[src/rtl/ios_pkg.sv]
// Package: shared encodings for the inbound ordering stall unit.
// Assumes the request kind is a 2-bit code; bit 1 set means posted.
package ios_pkg;

    typedef enum logic [1:0] {
        KIND_READ         = 2'd0,
        KIND_WRITE_ACK    = 2'd1,
        KIND_WRITE_POSTED = 2'd2,
        KIND_STREAM_WRITE = 2'd3
    } req_kind_e;

    // True when the request kind expects a response.
    function automatic logic needs_response(input logic [1:0] kind);
        return (kind == KIND_READ) || (kind == KIND_WRITE_ACK);
    endfunction

endpackage

[src/rtl/ios_entry_match.sv]
// Module: compares one pending table entry against the incoming request.
// Flags a hit when the entry is live and has the same source and destination
// IDs and a priority at least as high. Assumes unsigned priority, larger = higher.
module ios_entry_match #(
    parameter int ID_W   = 8,
    parameter int PRIO_W = 2
) (
    input  logic              live,
    input  logic [ID_W-1:0]   ent_src,
    input  logic [ID_W-1:0]   ent_dst,
    input  logic [PRIO_W-1:0] ent_prio,
    input  logic [ID_W-1:0]   new_src,
    input  logic [ID_W-1:0]   new_dst,
    input  logic [PRIO_W-1:0] new_prio,
    output logic              hit
);

    // Ordering conflict: same flow and no lower priority than the newcomer.
    always_comb begin
        hit = live && (ent_src == new_src) && (ent_dst == new_dst)
                   && (ent_prio >= new_prio);
    end

endmodule

[src/rtl/ios_free_pick.sv]
// Module: picks the lowest free slot of the pending table.
// Assumes free_vec marks usable slots (including any released this cycle).
module ios_free_pick #(
    parameter int DEPTH = 8,
    localparam int TAG_W = (DEPTH > 1) ? $clog2(DEPTH) : 1
) (
    input  logic [DEPTH-1:0] free_vec,
    output logic [TAG_W-1:0] pick,
    output logic             any_free
);

    // Scan from the top so the lowest free index is the last one written.
    always_comb begin
        pick     = '0;
        any_free = |free_vec;
        for (int i = DEPTH - 1; i >= 0; i--) begin
            if (free_vec[i]) pick = TAG_W'(i);
        end
    end

endmodule

[src/rtl/ios_pend_table.sv]
// Module: storage for pending requests, one slot per DMA tag.
// Assumes a write and a release never name the same slot in one cycle
// unless the slot is being reused after its release (write then wins).
module ios_pend_table #(
    parameter int DEPTH  = 8,
    parameter int ID_W   = 8,
    parameter int PRIO_W = 2,
    parameter int PORT_W = 2,
    localparam int TAG_W = (DEPTH > 1) ? $clog2(DEPTH) : 1
) (
    input  logic                          clk,
    input  logic                          rst_n,
    input  logic                          wr_en,
    input  logic [TAG_W-1:0]              wr_idx,
    input  logic [ID_W-1:0]               wr_src,
    input  logic [ID_W-1:0]               wr_dst,
    input  logic [PRIO_W-1:0]             wr_prio,
    input  logic [PORT_W-1:0]             wr_port,
    input  logic                          wr_np,
    input  logic [DEPTH-1:0]              rel_vec,
    output logic [DEPTH-1:0]              valid_q,
    output logic [DEPTH-1:0][ID_W-1:0]    src_q,
    output logic [DEPTH-1:0][ID_W-1:0]    dst_q,
    output logic [DEPTH-1:0][PRIO_W-1:0]  prio_q,
    output logic [DEPTH-1:0][PORT_W-1:0]  port_q,
    output logic [DEPTH-1:0]              np_q
);

    for (genvar g = 0; g < DEPTH; g++) begin : g_slot
        logic load;
        assign load = wr_en && (wr_idx == TAG_W'(g));

        // Slot occupancy: set on allocation, cleared on release.
        always_ff @(posedge clk) begin
            if (!rst_n)          valid_q[g] <= 1'b0;
            else if (load)       valid_q[g] <= 1'b1;
            else if (rel_vec[g]) valid_q[g] <= 1'b0;
        end

        // Slot payload: captured on allocation, held otherwise.
        always_ff @(posedge clk) begin
            if (!rst_n) begin
                src_q[g]  <= '0;
                dst_q[g]  <= '0;
                prio_q[g] <= '0;
                port_q[g] <= '0;
                np_q[g]   <= 1'b0;
            end else if (load) begin
                src_q[g]  <= wr_src;
                dst_q[g]  <= wr_dst;
                prio_q[g] <= wr_prio;
                port_q[g] <= wr_port;
                np_q[g]   <= wr_np;
            end
        end
    end

endmodule

[src/rtl/ios_order_stall.sv]
// Module: inbound request ordering stall unit (top).
// Accepts requests in order, issues them to DMA in the same cycle with a
// table tag, holds a request while an in-flight entry of the same source,
// destination and no lower priority exists or the table is full, and emits
// a swapped-ID response header on the ingress port when a non-posted entry
// completes. Assumes the DMA side always takes an issued request.
module ios_order_stall
    import ios_pkg::*;
#(
    parameter int ID_W   = 8,
    parameter int PRIO_W = 2,
    parameter int PORT_W = 2,
    parameter int DEPTH  = 8,
    localparam int TAG_W = (DEPTH > 1) ? $clog2(DEPTH) : 1
) (
    input  logic              clk,
    input  logic              rst_n,
    input  logic              req_valid,
    output logic              req_ready,
    input  logic [ID_W-1:0]   req_src,
    input  logic [ID_W-1:0]   req_dst,
    input  logic [PRIO_W-1:0] req_prio,
    input  logic [PORT_W-1:0] req_port,
    input  logic [1:0]        req_kind,
    output logic              iss_valid,
    output logic [TAG_W-1:0]  iss_tag,
    output logic [ID_W-1:0]   iss_src,
    output logic [ID_W-1:0]   iss_dst,
    output logic [PRIO_W-1:0] iss_prio,
    output logic [1:0]        iss_kind,
    input  logic              cpl_valid,
    input  logic [TAG_W-1:0]  cpl_tag,
    output logic              rsp_valid,
    output logic [PORT_W-1:0] rsp_port,
    output logic [ID_W-1:0]   rsp_src,
    output logic [ID_W-1:0]   rsp_dst,
    output logic [PRIO_W-1:0] rsp_prio
);

    logic [DEPTH-1:0]             valid_q;
    logic [DEPTH-1:0][ID_W-1:0]   src_q;
    logic [DEPTH-1:0][ID_W-1:0]   dst_q;
    logic [DEPTH-1:0][PRIO_W-1:0] prio_q;
    logic [DEPTH-1:0][PORT_W-1:0] port_q;
    logic [DEPTH-1:0]             np_q;

    logic             freeing;
    logic [DEPTH-1:0] rel_vec;
    logic [DEPTH-1:0] live;
    logic [DEPTH-1:0] hit_vec;
    logic [TAG_W-1:0] alloc_idx;
    logic             any_free;
    logic             stall;
    logic             accept;

    // Completion qualification: only a tag naming a pending slot frees it.
    always_comb begin
        freeing = cpl_valid && valid_q[cpl_tag];
        rel_vec = '0;
        if (freeing) rel_vec[cpl_tag] = 1'b1;
        live = valid_q & ~rel_vec;
    end

    for (genvar g = 0; g < DEPTH; g++) begin : g_cmp
        ios_entry_match #(
            .ID_W   (ID_W),
            .PRIO_W (PRIO_W)
        ) u_match (
            .live     (live[g]),
            .ent_src  (src_q[g]),
            .ent_dst  (dst_q[g]),
            .ent_prio (prio_q[g]),
            .new_src  (req_src),
            .new_dst  (req_dst),
            .new_prio (req_prio),
            .hit      (hit_vec[g])
        );
    end

    ios_free_pick #(
        .DEPTH (DEPTH)
    ) u_pick (
        .free_vec (~live),
        .pick     (alloc_idx),
        .any_free (any_free)
    );

    // Stall decision and same-cycle pass-through to the DMA side.
    always_comb begin
        stall     = (|hit_vec) || !any_free;
        req_ready = !stall;
        accept    = req_valid && !stall;
        iss_valid = accept;
        iss_tag   = alloc_idx;
        iss_src   = req_src;
        iss_dst   = req_dst;
        iss_prio  = req_prio;
        iss_kind  = req_kind;
    end

    ios_pend_table #(
        .DEPTH  (DEPTH),
        .ID_W   (ID_W),
        .PRIO_W (PRIO_W),
        .PORT_W (PORT_W)
    ) u_table (
        .clk     (clk),
        .rst_n   (rst_n),
        .wr_en   (accept),
        .wr_idx  (alloc_idx),
        .wr_src  (req_src),
        .wr_dst  (req_dst),
        .wr_prio (req_prio),
        .wr_port (req_port),
        .wr_np   (needs_response(req_kind)),
        .rel_vec (rel_vec),
        .valid_q (valid_q),
        .src_q   (src_q),
        .dst_q   (dst_q),
        .prio_q  (prio_q),
        .port_q  (port_q),
        .np_q    (np_q)
    );

    // Response header register: swapped IDs, original port, one cycle after completion.
    always_ff @(posedge clk) begin
        if (!rst_n) begin
            rsp_valid <= 1'b0;
            rsp_port  <= '0;
            rsp_src   <= '0;
            rsp_dst   <= '0;
            rsp_prio  <= '0;
        end else begin
            rsp_valid <= freeing && np_q[cpl_tag];
            rsp_port  <= port_q[cpl_tag];
            rsp_src   <= dst_q[cpl_tag];
            rsp_dst   <= src_q[cpl_tag];
            rsp_prio  <= prio_q[cpl_tag];
        end
    end

endmodule

[config.mk]
export PLATFORM = sky130hd
export DESIGN_NAME = ios_order_stall
export DESIGN_NICKNAME = d
export VERILOG_FILES = /design/src/rtl/ios_pkg.sv /design/src/rtl/ios_entry_match.sv /design/src/rtl/ios_free_pick.sv /design/src/rtl/ios_pend_table.sv /design/src/rtl/ios_order_stall.sv
export SDC_FILE = /design/constraint.sdc
export NUM_CORES = 1
export LEC_CHECK = 0
export CORE_ASPECT_RATIO = 0.75
export CORE_MARGIN = 1.5
export CORE_UTILIZATION = 30
export CTS_BUF_LIST = sky130_fd_sc_hd__clkbuf_16
export DETAILED_ROUTE_END_ITERATION = 12
export PLACE_DENSITY = 0.56
export SYNTH_ARGS = -nofsm -noshare
export SYNTH_HDL_FRONTEND = slang
export SYNTH_SLANG_ARGS = --single-unit
export TNS_END_PERCENT = 10
[constraint.sdc]
create_clock -name clk -period 5.4 [get_ports clk]
set_clock_uncertainty 0.1 [all_clocks]
set_input_delay 1.35 -clock clk [delete_from_list [all_inputs] [get_ports clk]]
set_output_delay 1.35 -clock clk [all_outputs]
set_load 0.05 [all_outputs]
# ---- After elaboration in Yosys (flattened, before gate mapping)
# Index checks and enable logic that the tools add are counted.
dict set report totals {
  register_bits 197
}
dict set report op_classes {
  n_eq_ne 24
  reduce_logical 52
  n_lt_le_gt_ge 10
  bitwise_logic 3
  mux 39
}
# cell n
set op_table {}
lappend op_table {{$eq A8 B8 Y1} 16}
lappend op_table {{$bmux W8 S3} 2}
lappend op_table {{$logic_and A1 B1 Y1} 36}
lappend op_table {{$mux W3} 8}
lappend op_table {{$mux W8} 3}
lappend op_table {{$mux W1} 19}
lappend op_table {{$ge A2 B2 Y1} 8}
lappend op_table {{$not A8 Y8} 2}
lappend op_table {{$reduce_bool A2 Y1} 8}
lappend op_table {{$reduce_or A8 Y1} 2}
lappend op_table {{$bmux W2 S3} 2}
lappend op_table {{$eq A3 B3 Y1 const B} 4}
lappend op_table {{$and A8 B8 Y8} 1}
lappend op_table {{$bmux W1 S3} 2}
lappend op_table {{$eq A3 B2 Y1 const B} 2}
lappend op_table {{$lt A3 B4 Y1 const B} 1}
lappend op_table {{$mux W2} 2}
lappend op_table {{$demux W1 S3} 1}
lappend op_table {{$eq A3 B1 Y1 const B} 1}
lappend op_table {{$ge A3 B1 Y1 const B} 1}
lappend op_table {{$logic_not A3 Y1} 1}
lappend op_table {{$eq A2 B1 Y1 const B} 1}
lappend op_table {{$logic_not A1 Y1} 2}
lappend op_table {{$logic_not A2 Y1} 1}
lappend op_table {{$logic_or A1 B1 Y1} 2}

# ---- Longest topological paths before layout
# Gate-level depths: netlist of run 1.
dict set report depth {
  ltp_word 19
  depth_mapped 12
  depth_no_buf 10
}

# ---- Hierarchy
# A second synthesis of run 1 with hierarchy kept.
dict set report unflattened {
  cells_unflattened 1082
  area_unflattened_um2 10318.6
}
# module instances cells_each area_per_inst_um2
set modules_own_cells {}
lappend modules_own_cells {ios_pend_table 1 603 6317.3}
lappend modules_own_cells {ios_order_stall 1 234 1988.2}
lappend modules_own_cells {ios_entry_match 8 29 241.5}
lappend modules_own_cells {ios_free_pick 1 13 81.3}

# ---- Worst setup path after synthesis of run 1
# OpenSTA, ideal clock, no wires.
dict set report synth_path {
  path_type {input to output}
  from {input port cpl_tag[0]}
  to {output port iss_valid}
  stages 9
  arrival_time_ns 5.661
  path_slack_ns -1.711
  required_ns 3.950
  n_path_buf 2
  path_cell_list {buf_2 inv_1 nor3_1 o31ai_2 buf_2 o2111ai_1 o21ai_0 a2111oi_0 and2_1}
}
dict set report synth_via {
  elab_chain_len 14
  word_cells_on_any_way 42
  classes_between {order compare: 2; mux: 5; bitwise: 3; reduce/logical: 32}
}
# element line_no
set synth_rtl {}
lappend synth_rtl {{from (decl)} ios_order_stall.sv:32} ;# input logic [TAG_W-1:0] cpl_tag,
lappend synth_rtl {{$lt A3 B4 Y1 (not written as such) or $ge A3 B1 Y1 (tied branches)} ios_order_stall.sv:60} ;# if (freeing) rel_vec[cpl_tag] = 1'b1;
lappend synth_rtl {{$logic_and A1 B1 Y1 (not written as such)} ios_order_stall.sv:60}
lappend synth_rtl {{$mux W1 (not written as such)} ios_order_stall.sv:60}
lappend synth_rtl {{$demux W1 S3} ios_order_stall.sv:60}
lappend synth_rtl {{$mux W8 (*)} ios_order_stall.sv:60}
lappend synth_rtl {{$not A8 Y8 (*)} ios_order_stall.sv:61} ;# live = valid_q & ~rel_vec;
lappend synth_rtl {{$and A8 B8 Y8 (*)} ios_order_stall.sv:61}
lappend synth_rtl {{$logic_and A1 B1 Y1 (2 in a row)} ios_entry_match.sv:20} ;# hit = live && (ent_src == new_src) && (ent_dst == new_dst)
lappend synth_rtl {{$logic_and A1 B1 Y1} ios_entry_match.sv:21} ;# && (ent_prio >= new_prio);
lappend synth_rtl {{$reduce_or A8 Y1} ios_order_stall.sv:90} ;# stall = (|hit_vec) || !any_free;
lappend synth_rtl {{$logic_or A1 B1 Y1 (*)} ios_order_stall.sv:90}
lappend synth_rtl {{$logic_not A1 Y1 (*)} -}
lappend synth_rtl {{via req_ready} ios_order_stall.sv:19} ;# output logic req_ready,
lappend synth_rtl {{$logic_and A1 B1 Y1 (*)} ios_order_stall.sv:92} ;# accept = req_valid && !stall;
lappend synth_rtl {{to (decl)} ios_order_stall.sv:25} ;# output logic iss_valid,
# Mark *: on every way through the listed nets, which the timed path passes. The rest lies on a longest branch. The select of a mux whose other input is x is not followed.

# ---- Worst setup path after layout of run 1
dict set report layout_path {
  from {input port cpl_tag[1]}
  to {output port iss_tag[0]}
}
dict set report layout_via {
  elab_chain_len 16
  word_cells_on_any_way 20
  classes_between {order compare: 2; mux: 13; bitwise: 3; reduce/logical: 2}
}
# element line_no
set layout_rtl {}
lappend layout_rtl {{$lt A3 B4 Y1 (not written as such) or $ge A3 B1 Y1 (tied branches)} ios_order_stall.sv:60}
lappend layout_rtl {{$logic_and A1 B1 Y1 (not written as such)} ios_order_stall.sv:60}
lappend layout_rtl {{$mux W1 (not written as such)} ios_order_stall.sv:60}
lappend layout_rtl {{$demux W1 S3} ios_order_stall.sv:60}
lappend layout_rtl {{$mux W8 (*)} ios_order_stall.sv:60}
lappend layout_rtl {{$not A8 Y8 (*)} ios_order_stall.sv:61}
lappend layout_rtl {{$and A8 B8 Y8 (*)} ios_order_stall.sv:61}
lappend layout_rtl {{$not A8 Y8 (*)} ios_order_stall.sv:83} ;# .free_vec (~live),
lappend layout_rtl {{$mux W3 (7 in a row)} ios_free_pick.sv:17} ;# if (free_vec[i]) pick = TAG_W'(i);
lappend layout_rtl {{$mux W3 (*)} ios_free_pick.sv:17}
lappend layout_rtl {{to (decl)} ios_order_stall.sv:26} ;# output logic [TAG_W-1:0] iss_tag,
# Every way passes the cells marked *; elsewhere a longest branch is shown, timed or not. The select of a mux whose other input is x is not followed.

==> results of run 1 <==
## registers in the layout (all words and copies together), names as in the netlist
name / count
rsp_valid: 1
u_table.np_q: 8
rsp_port: 2
u_table.prio_q: 16
rsp_prio: 2
u_table.valid_q: 8
u_table.port_q: 16
u_table.src_q: 64
rsp_src: 8
rsp_dst: 8
u_table.dst_q: 64
## path summary, 6_finish.rpt
path,endpoint,slack [ns],cells after the start
hold reg to reg,u_table.port_q[6],0.36,2
hold / removal,u_table.port_q[6],0.36,2
setup / recovery,iss_tag[0],0.17,9
setup reg to reg,u_table.src_q[48],1.94,12
## per-layer routing
layer / up-vias / global-route usage / share of wire
met2: 396 / 0.316 / 0.41
met1: 4460 / 0.320 / 0.46
li1: 4271 / - / -
met5: - / 0 / 0
met3: 62 / 0.0757 / 0.10
met4: 0 / 0.0759 / 0.026
## layout make-up
| class | instances | area, um2 |
|---|---|---|
| clock inverters | 15 | 163 |
| well taps | 450 | 563 |
| multi-input cells | 850 | 6080 |
| clock buffers | 17 | 425 |
| inverters | 13 | 48.8 |
| flip-flops and latches | 197 | 3940 |
| repair buffers | 168 | 1520 |
| fillers | 3399 | 21100 |
## logic make-up after synthesis
kind of cell             after synthesis  synth area share
AND/OR/NAND/NOR                      368             0.160
buffers and inverters                110            0.0517
multiplexers                         180             0.175
XOR/XNOR                             133             0.111
flip-flops                           197             0.377
adder cells (fa/ha/maj)               16            0.0191
AO/OA/AOI/OAI                        153             0.106
## timing repair
item	4_1_cts	5_1_grt
resized for setup	1	12
hold endpoints to repair	0	0
setup endpoints to repair	1	4
## cells in the mapped netlist (16+ instances only)
cell type,count
a22oi_1,43
ha_1,16
mux2i_1,175
nand4_1,45
nor2_1,21
nor4_1,19
buf_2,36
a21oi_1,19
dfxtp_1,197
nand2_1,235
buf_4,22
xnor2_1,123
clkbuf_1,35
a31oi_1,19
## cell usage in the layout (no fill, tap or decap), drive strengths merged, types with 16 or more instances in the layout
master	n
nor4	20
inv	21
nor2	21
nand4	45
nand2	235
a21oi	19
clkbuf	17
buf	102
ha	16
xnor2	123
mux2i	175
dfxtp	197
a22oi	43
a31oi	19
clkdlybuf4s50	62
## power groups by stage
stage / clock [mW] / combinational (mW) / sequential [mW]
2_1_floorplan: 0 / 0.275 / 1.53
5_1_grt: 1.38 / 0.513 / 1.50
3_5_place_dp: 0 / 0.476 / 1.53
6_report: 1.29 / 0.490 / 1.50
4_1_cts: 1.33 / 0.479 / 1.50
3_3_place_gp: 0 / 0.477 / 1.53
## worst reg2reg max path: cells and delay by family, from the launching register on
family / cells / cell delay [ns]
mux: 2 / 0.36
simple gates: 3 / 0.89
buf+inv: 4 / 0.93
flops: 1 / 0.41
compound gates: 3 / 0.62
==> summary.md, run 1 <==
| Metric | Value |
|---|---|
| Flops & latches, synth | `slightly below 200` |
| Worst R2R Start | `u_table.valid_q[7]` |
| Clock-pin slew on the worst setup and hold paths | `0.07 ns` |
| CP Cell Sequence | `clkdlybuf4s50_1 > mux2i_1 > nor3_2 > o31ai_4 > buf_6 > o21ai_0 > a32oi_1 > a31oi_1 > buf_12` |
| WL final | `39.6 mm` |
| Fin area | `12,700 um2` |
| Mapped Cells | `1,157` |
| Synth warn | `0` |
| Post-synth EDFFs | `0` |
| Avg WL per Cell | `23.2 um` |
| Final Cycle Share | `0.969` |
| Routed Antenna Nets | `0` |
| Hold Buf Count CTS | `0` |
| Comb pwr share | `0.149` |
| Area grow syn2layout | `21.9%` |
| Post-DP Area | `12,100 um2` |
| H-tree depth | `4` |
| Die Wd | `219 um` |
| Internal power | `2.27 mW` |
| Critical path class | `input pin to output port` |
| Max-cap violations | `0` |
| Most used DFF post-synth | `dfxtp_1` |
| Setup tns final | `0 ns` |
| Layout cells sized above 1 | `0.127` |
| Placed cell count | `around 1,700` |
| Fin nets | `1,292` |
| Initial core utilization | `0.309` |
| CTS tree | `done` |
| RSZ-0062 raised after global routing | `no` |
| Reg power frac | `0.457` |
| Hold path start | `u_table.port_q[6]` |
| Cell variety after synth | `48` |
| Die H | `165 um` |
| Remaining DRCs | `0` |
| Ant. Diodes | `0` |
| Non-Filler Instances | `1,710` |
| Post-synthesis sequential area ratio | `0.377` |
| Arr. time, crit path | `about 3.8 ns` |
| Final hold viol count | `0` |
| Top delay family on crit path | `buffers and inverters` |
| Mapped Area | `10,500 um2` |
| Gpl congestion | `1.01` |
| Post-Route Utilization | `0.376` |
| CTS buffer count | `17` |
| Pleak | `5.32 nW` |
| Setup Fix Bufs, Post-CTS | `0` |
| Max incr delay on CP | `0.59 ns` |
| GRT Total Usage | `0.226` |
| Clock buffer depth | `2` |
| Vias/cell | `5.37` |
| Syn Area/Cell | `9.04 um2` |
| Clock root buffer | `clkbuf_16` |
| Synth top area share | `0.377` |
| Number of port buffers | `between 70 and 80` |
| Sw Ratio | `0.308` |
| Power Total | `3.28 mW` |
| Core footprint | `33,900 um2` |
| Synth area leaders | `dfxtp_1 38%, mux2i_1 17%, xnor2_1 10%, nand2_1 8.4%, a22oi_1 3.1%` |
| IO Pins | `75` |
| Pins Over Slew Limit | `0` |
| DR iter-0 viols | `923` |
| Post-synth top area cell | `dfxtp_1` |
| Final worst slack | `0.168 ns` |
| Via count | `9,189` |
| Initial antenna violation count | `0` |
| Power per cell area | `258 nW/um2` |
| First-pass GRT wire length | `59.0 mm` |
| Slew @ Worst Pin | `0.751 ns` |
| Final hold slack | `0.364 ns` |
| CP endpoint kind | `output port` |
| Setup violators final | `0` |
| Vias in the first global route | `just under 9,000` |
| Max Freq | `191 MHz` |
| Largest net degree at the start of global routing | `89` |
| Slowest cell on crit path | `clkdlybuf4s50_1` |
| Post-synth net total | `around 1,200` |
| Total die area | `36,000 um2` |
| Drt first pass iters | `6` |
| Hold Crit Class | `flop to flop` |
| Clk Latency, worst-skew pair | `0.47 ns` |
| Max_slew headroom | `0.498` |
| Post-DP HPWL | `28.0 mm` |
| CP bufs+invs | `3` |
| Startpoint types | `input pin` |
| Maximum vdd drop | `0.199 mV` |
| Core Rows | `between 50 and 60` |
| GRT Residual Overflow | `0` |
| Clock Sinks | `~200` |
| Required @ worst endpoint | `3.95 ns` |
| Clk network pwr share | `0.394` |
| Pre-CTS WS | `-0.0431 ns` |
| CP Max Fanout | `18` |
| Final worst path period need | `5.23 ns` |
| Outcome | `finished clean` |
| Synth async-reset ratio | `0` |
| Crit. Startpoint | `cpl_tag[1]` |
| NetSw | `1.01 mW` |
(Power assumes the default switching activity.)
==> run 2: changes to the inputs <==
--- a/config.mk
+++ b/config.mk
@@ -6,7 +6,7 @@
 export NUM_CORES = 1
 export LEC_CHECK = 0
 export CORE_ASPECT_RATIO = 0.75
-export CORE_MARGIN = 1.5
+export CORE_MARGIN = 5
 export CORE_UTILIZATION = 30
 export CTS_BUF_LIST = sky130_fd_sc_hd__clkbuf_16
 export DETAILED_ROUTE_END_ITERATION = 12
==> summary.md, run 2 (synthesis gave the netlist of run 1 again) <==
| Metric | Value |
|---|---|
| Max_slew headroom | `0.481 (-0.0178)` |
| CP Cell Sequence | `clkdlybuf4s50_1 > buf_4 > xor2_1 > nor4_1 > o2111ai_1 > nand2_1 > a2111oi_4 > and2_1 > buf_4` |
| Core Rows | `59 (+1.7%)` |
| Final worst slack | `0.0831 ns (-0.0851 ns)` |
| Final hold viol count | `0 (unchanged)` |
| Max Freq | `188 MHz (-1.6%)` |
| Post-DP HPWL | `27.9 mm (-0.18%)` |
| Most common cell after layout, fill and taps aside | `nand2_1` |
| Remaining DRCs | `0 (unchanged)` |
| Top delay family on crit path | `buffers and inverters` |
| GRT Residual Overflow | `0 (unchanged)` |
| Gpl congestion | `1.02 (+1.6%)` |
| R2r endpoint | `u_table.dst_q[38]` |
| Clock root buffer | `clkbuf_16` |
| Layout cells sized above 1 | `0.123 (-0.00367)` |
| CP Max Fanout | `8 (-10)` |
| H-tree depth | `4 (unchanged)` |
| Core footprint | `34,500 um2 (+1.9%)` |
| CTS tree | `done` |
| Slew @ Worst Pin | `0.778 ns (+0.0267 ns)` |
| Critical path class | `input pin to output port` |
| Final worst path period need | `5.32 ns (+0.0851 ns)` |
| Max incr delay on CP | `0.81 ns (+0.22 ns)` |
| Hold Crit Class | `flop to flop` |
| IO Pins | `75 (unchanged)` |
| GRT Total Usage | `0.202 (-0.0237)` |
| Most frequent cells in the layout | `235 x nand2_1, 197 x dfxtp_1, 175 x mux2i_1` |
| R2R setup slack | `2.00 ns (+0.06 ns)` |
| Worst Hold Depth | `2 (unchanged)` |
| CTS buffer count | `17 (unchanged)` |
| Die H | `172 um (+4.3%)` |
| Initial core utilization | `0.303 (-0.00588)` |
| Vias in the first global route | `8,821 (-1.4%)` |
| Internal power | `2.39 mW (+5.2%)` |
| Startpoint types | `input pin` |
| Die Wd | `226 um (+3.2%)` |
| Setup violators final | `0 (unchanged)` |
| WHS Endpoint | `u_table.port_q[12]` |
| Fin nets | `1,289 (-0.23%)` |
| Pleak | `5.29 nW (-0.46%)` |
| Worst R2R Start | `u_table.valid_q[2]` |
| Maximum vdd drop | `0.188 mV (-5.6%)` |
| Sw Ratio | `0.287 (-0.0208)` |
| Clock buffer depth | `2 (unchanged)` |
| Required @ worst endpoint | `3.95 ns (about the same)` |
| Final Cycle Share | `0.985 (+0.0158)` |
| WL final | `39.5 mm (-0.18%)` |
| Via count | `9,203 (+0.15%)` |
| Critical Path Stages | `9 (unchanged)` |
| Clk network pwr share | `0.407 (+0.013)` |
| Slowest cell on crit path | `clkdlybuf4s50_1` |
| Largest regs | `u_table.dst_q: 64 flops, u_table.src_q: 64 flops` |
| Power Total | `3.36 mW (+2.2%)` |
| Power per cell area | `263 nW/um2 (+2.0%)` |
| DR iter-0 viols | `897 (-2.8%)` |
| Largest net degree at the start of global routing | `84 (-5.6%)` |
| CP bufs+invs | `3 (unchanged)` |
| Clk Latency, worst-skew pair | `0.46 ns (about the same)` |
| Reg power frac | `0.447 (-0.010)` |
| RSZ-0062 raised after global routing | `no` |
| Area grow syn2layout | `22.0%` |
| Comb pwr share | `0.146 (-0.003)` |
| Arr. time, crit path | `3.87 ns (+0.09 ns)` |
| Total die area | `38,700 um2 (+7.6%)` |
| Ant. Diodes | `0 (unchanged)` |
| Avg WL per Cell | `23.1 um (-0.41%)` |
| Pins Over Slew Limit | `0 (unchanged)` |
| CP endpoint kind | `output port` |
| Initial antenna violation count | `0 (unchanged)` |
| NetSw | `0.964 mW (-4.7%)` |
| Drt first pass iters | `5 (-1)` |
| CP most frequent cell | `buf_4` |
| Setup tns final | `0 ns (unchanged)` |
| First-pass GRT wire length | `58.1 mm (-1.5%)` |
| Worst Reg-to-Reg Cells | `11 (-1)` |
| Max-cap violations | `0 (unchanged)` |
| Routed Antenna Nets | `0 (unchanged)` |
| Number of port buffers | `72 (unchanged)` |
| Outcome | `finished clean` |
| Setup Fix Bufs, Post-CTS | `0 (unchanged)` |
| Pre-CTS WS | `0.0825 ns (+0.126 ns)` |
| Clock-pin slew on the worst setup and hold paths | `0.07 ns (about the same)` |
| Clock Sinks | `197 (unchanged)` |
| Vias/cell | `5.37 (about the same)` |
| Hold path start | `u_table.port_q[12]` |
| Hold Buf Count CTS | `0 (unchanged)` |
==> run 2: cell types whose count changed in the layout (fill, tap and decap cells not counted), moves of 2 or more <==
| cell | delta |
|---|---|
| clkinvlp_4 | +3 |
| buf_4 | -4 |
| clkdlybuf4s50_1 | +2 |
| a21oi_1 | -3 |
| a21oi_2 | +3 |
| inv_6 | -4 |
| bufinv_16 | +3 |
| dlymetal6s2s_1 | -2 |
| clkinv_8 | -4 |
==> run 2: tightest hold or removal path: stages, from the launching register on <==
cell and delay [ns]:
dfxtp_1 0.31, nand2_1 0.05, mux2i_1 0.05
==> run 2: worst max-delay path by stage <==
stage	from	to	slack, ns
2_1_floorplan	cpl_tag[0]	iss_valid	0.16
3_3_place_gp	req_prio[0]	iss_valid	0.06
3_5_place_dp	cpl_tag[0]	iss_valid	0.08
4_1_cts	req_prio[0]	iss_valid	0.06
5_1_grt	req_src[7]	iss_valid	0.003
6_report	req_src[7]	iss_valid	0.08
==> run 2: routing by layer <==
metal  routed length (um)  share of wire  global-route usage
met1                18300           0.46               0.287
met2                16700           0.42               0.299
met3                 3640          0.092              0.0561
met4                  858          0.022              0.0615
met5                    0              0                   0
==> run 2: through the flow <==
| stage | utilization | hold slack (ns) | area [um2] | std cells |
|---|---|---|---|---|
| 5_1_grt | 0.369 | 0.381 | 12800 | 1714 |
| 3_5_place_dp | 0.350 | 0.355 | 12100 | 1682 |
| 3_3_place_gp | 0.350 | 0.344 | 12100 | 1682 |
| 2_1_floorplan | - | 0.335 | 10500 | 1157 |
| 4_1_cts | 0.368 | 0.365 | 12700 | 1714 |
| 6_report | 0.369 | 0.362 | 12800 | 1714 |
==> run 2: power groups by stage <==
stage	Sequential, mW	Combinational [mW]	Clock [mW]
floorplan	1.53	0.275	0
global placement	1.53	0.473	0
detailed placement	1.53	0.474	0
CTS	1.50	0.477	1.39
global route	1.50	0.511	1.45
finish	1.50	0.488	1.37
==> run 2: layout make-up <==
| type | count | area (um2) |
|---|---|---|
| multi-input cells | 850 | 6070 |
| clock buffers | 17 | 425 |
| inverters | 13 | 48.8 |
| flip-flops and latches | 197 | 3940 |
| fillers | 3525 | 21800 |
| well taps | 457 | 572 |
| repair buffers | 165 | 1500 |
| clock inverters | 15 | 194 |
==> run 2: what timing repair did <==
item / in CTS / in global routing
endpoints found under the hold margin: 0 / 0
setup endpoints to repair: 0 / 3
resized for setup: 0 / 10
==> run 3: changes to the inputs <==
--- a/config.mk
+++ b/config.mk
@@ -5,12 +5,14 @@
 export SDC_FILE = /design/constraint.sdc
 export NUM_CORES = 1
 export LEC_CHECK = 0
+export ABC_AREA = 0
 export CORE_ASPECT_RATIO = 0.75
 export CORE_MARGIN = 5
 export CORE_UTILIZATION = 30
 export CTS_BUF_LIST = sky130_fd_sc_hd__clkbuf_16
 export DETAILED_ROUTE_END_ITERATION = 12
-export PLACE_DENSITY = 0.56
+export HOLD_SLACK_MARGIN = 0.05
+export PLACE_DENSITY = 0.55
 export SYNTH_ARGS = -nofsm -noshare
 export SYNTH_HDL_FRONTEND = slang
 export SYNTH_SLANG_ARGS = --single-unit
==> summary.md, run 3 (synthesis gave the netlist of run 1 again) <==
| Metric | Value |
|---|---|
| Area grow syn2layout | `21.2%` |
| Avg WL per Cell | `23.0 um (-0.11%)` |
| Die H | `172 um (unchanged)` |
| Gpl congestion | `1.02 (-0.30%)` |
| CP endpoint kind | `output port` |
| Core Rows | `59 (unchanged)` |
| Worst Hold Depth | `2 (unchanged)` |
| Core footprint | `34,500 um2 (unchanged)` |
| Outcome | `finished, violations left` |
| Violated checks | `negative setup slack` |
| Fin area | `12,700 um2 (-0.69%)` |
| IO Pins | `75 (unchanged)` |
| WHS Endpoint | `u_table.port_q[9]` |
| Clock buffer depth | `2 (unchanged)` |
| GRT Residual Overflow | `0 (unchanged)` |
| Comb pwr share | `0.150 (+0.004)` |
| Fin nets | `1,288 (-0.078%)` |
| Vias/cell | `5.41 (+0.83%)` |
| CP bufs+invs | `3 (unchanged)` |
| Clock Sinks | `197 (unchanged)` |
| Routed Antenna Nets | `0 (unchanged)` |
| R2r endpoint | `u_table.src_q[3]` |
| Top delay family on crit path | `buffers and inverters` |
| CP Max Fanout | `7 (-1)` |
| Setup violators final | `2 (+2)` |
| Sw Ratio | `0.299 (+0.0116)` |
| Critical path class | `input pin to output port` |
| Initial antenna violation count | `0 (unchanged)` |
| Slew @ Worst Pin | `0.874 ns (+0.0963 ns)` |
| Largest net degree at the start of global routing | `93 (+11%)` |
| Startpoint types | `input pin` |
| Worst R2R Start | `u_table.valid_q[2]` |
| Drt first pass iters | `5 (unchanged)` |
| Largest regs | `u_table.dst_q: 64 flops, u_table.src_q: 64 flops` |
| Power per cell area | `253 nW/um2 (-3.7%)` |
| Internal power | `2.25 mW (-5.9%)` |
| Vias in the first global route | `8,872 (+0.58%)` |
| Pleak | `5.24 nW (-0.95%)` |
| Clk Latency, worst-skew pair | `0.46 ns (about the same)` |
| Number of port buffers | `72 (unchanged)` |
| Post-DP HPWL | `28.1 mm (+0.69%)` |
| Max Freq | `184 MHz (-2.2%)` |
| Most common cell after layout, fill and taps aside | `nand2_1` |
| Ant. Diodes | `0 (unchanged)` |
| Die Wd | `226 um (unchanged)` |
| Reg power frac | `0.468 (+0.021)` |
| Remaining DRCs | `0 (unchanged)` |
| Slowest cell on crit path | `clkdlybuf4s50_1` |
| NetSw | `0.960 mW (-0.45%)` |
| Clock-pin slew on the worst setup and hold paths | `0.07 ns (about the same)` |
| CP Cell Sequence | `clkdlybuf4s50_1 > xnor2_1 > nand4_1 > nor4_1 > buf_4 > o2111ai_1 > nand4_1 > a2111oi_4 > and2_1 > buf_4` |
| R2R setup slack | `2.03 ns (+0.03 ns)` |
| Final Cycle Share | `1.01 (+0.0223)` |
| Pre-CTS WS | `0.0480 ns (-0.0345 ns)` |
| CTS tree | `done` |
| Worst Reg-to-Reg Cells | `11 (unchanged)` |
| Layout cells sized above 1 | `0.123 (-0.000698)` |
| H-tree depth | `4 (unchanged)` |
| First-pass GRT wire length | `58.7 mm (+1.0%)` |
| Post-DP Area | `12,100 um2 (-0.17%)` |
| Hold Buf Count CTS | `0 (unchanged)` |
| Hold path start | `u_table.port_q[9]` |
| Clock root buffer | `clkbuf_16` |
| Maximum vdd drop | `0.194 mV (+3.4%)` |
| Initial core utilization | `0.303 (unchanged)` |
| Max-cap violations | `0 (unchanged)` |
| Arr. time, crit path | `3.99 ns (+0.12 ns)` |
| Pins Over Slew Limit | `0 (unchanged)` |
| Max incr delay on CP | `0.64 ns (-0.17 ns)` |
| Final worst path period need | `5.44 ns (+0.120 ns)` |
| Hold Crit Class | `flop to flop` |
| WL final | `39.5 mm (-0.17%)` |
| Clk network pwr share | `0.382 (-0.025)` |
| Required @ worst endpoint | `3.95 ns (about the same)` |
| Final hold viol count | `0 (unchanged)` |
| CTS buffer count | `17 (unchanged)` |
| Final worst slack | `-0.0373 ns (-0.120 ns)` |
| Total die area | `38,700 um2 (unchanged)` |
| GRT Total Usage | `0.203 (+0.000908)` |
| DR iter-0 viols | `1,078 (+20%)` |
| Max_slew headroom | `0.415 (-0.0656)` |
| Via count | `9,274 (+0.77%)` |
| Most frequent cells in the layout | `235 x nand2_1, 197 x dfxtp_1, 175 x mux2i_1` |
==> run 3: changes by cell type in the layout (fill, tap and decap cells not counted), sizes merged <==
cell and delta:
buf -1, bufinv -3, clkdlybuf4s50 +1, clkinvlp +1
dlymetal6s2s -1, inv +2
==> run 3: worst register-to-register path, cell delays in order (launching register included) <==
cell	delay, ns
dfxtp_1	0.52
mux2i_1	0.16
nor3_2	0.22
o31ai_4	0.10
buf_12	0.18
o21ai_0	0.37
a32oi_2	0.14
a31oi_1	0.43
buf_4	0.22
nand4bb_2	0.13
buf_4	0.48
mux2i_1	0.27
==> run 3: cell type report <==
class / instances / area, um2
fill: 3524 / 21900
multi-input combinational: 850 / 6080
timing repair buffer: 164 / 1480
clock buffer: 17 / 425
clock inverter: 15 / 125
tap: 457 / 572
inverter: 13 / 48.8
sequential: 197 / 3940
==> run 3: stage by stage <==
stage                     hold slack, ns  power (mW)  setup TNS [ns]  instances  utilization
after floorplan                    0.335        1.81               0       1157            -
after global placement             0.346        2.00               0       1681        0.350
after detailed placement           0.352        2.00               0       1681        0.350
after CTS                          0.365        3.22               0       1713        0.366
after global routing               0.377        3.33        -0.00721       1713        0.367
final                              0.364        3.21         -0.0433       1713        0.367
==> run 3: layer usage <==
layer | share of wire | up-vias | GRT usage
met5 | 0 | - | 0
met2 | 0.42 | 424 | 0.293
met4 | 0.024 | 0 | 0.0615
li1 | - | 4256 | -
met1 | 0.47 | 4533 | 0.300
met3 | 0.089 | 61 | 0.0476
==> run 3: worst max path at each step <==
stage                     start    endpoint  cells after the start
CTS                  cpl_tag[0]  iss_tag[0]                      8
floorplan            cpl_tag[0]   iss_valid                      9
global route         req_src[7]   iss_valid                      9
detailed placement   cpl_tag[0]  iss_tag[0]                      8
finish               req_dst[3]   iss_valid                     10
global placement    req_prio[0]   iss_valid                     11
==> run 3: power groups by stage <==
stage | clock, mW | sequential (mW) | combinational [mW]
after floorplan | 0 | 1.53 | 0.275
after global placement | 0 | 1.53 | 0.470
final | 1.23 | 1.50 | 0.482
after global routing | 1.32 | 1.50 | 0.507
after CTS | 1.25 | 1.50 | 0.472
after detailed placement | 0 | 1.53 | 0.470
==> run 3: repair_timing <==
action	CTS	global route
gates resized for setup	0	10
endpoints found under the setup margin	0	3
setup buffers	0	0
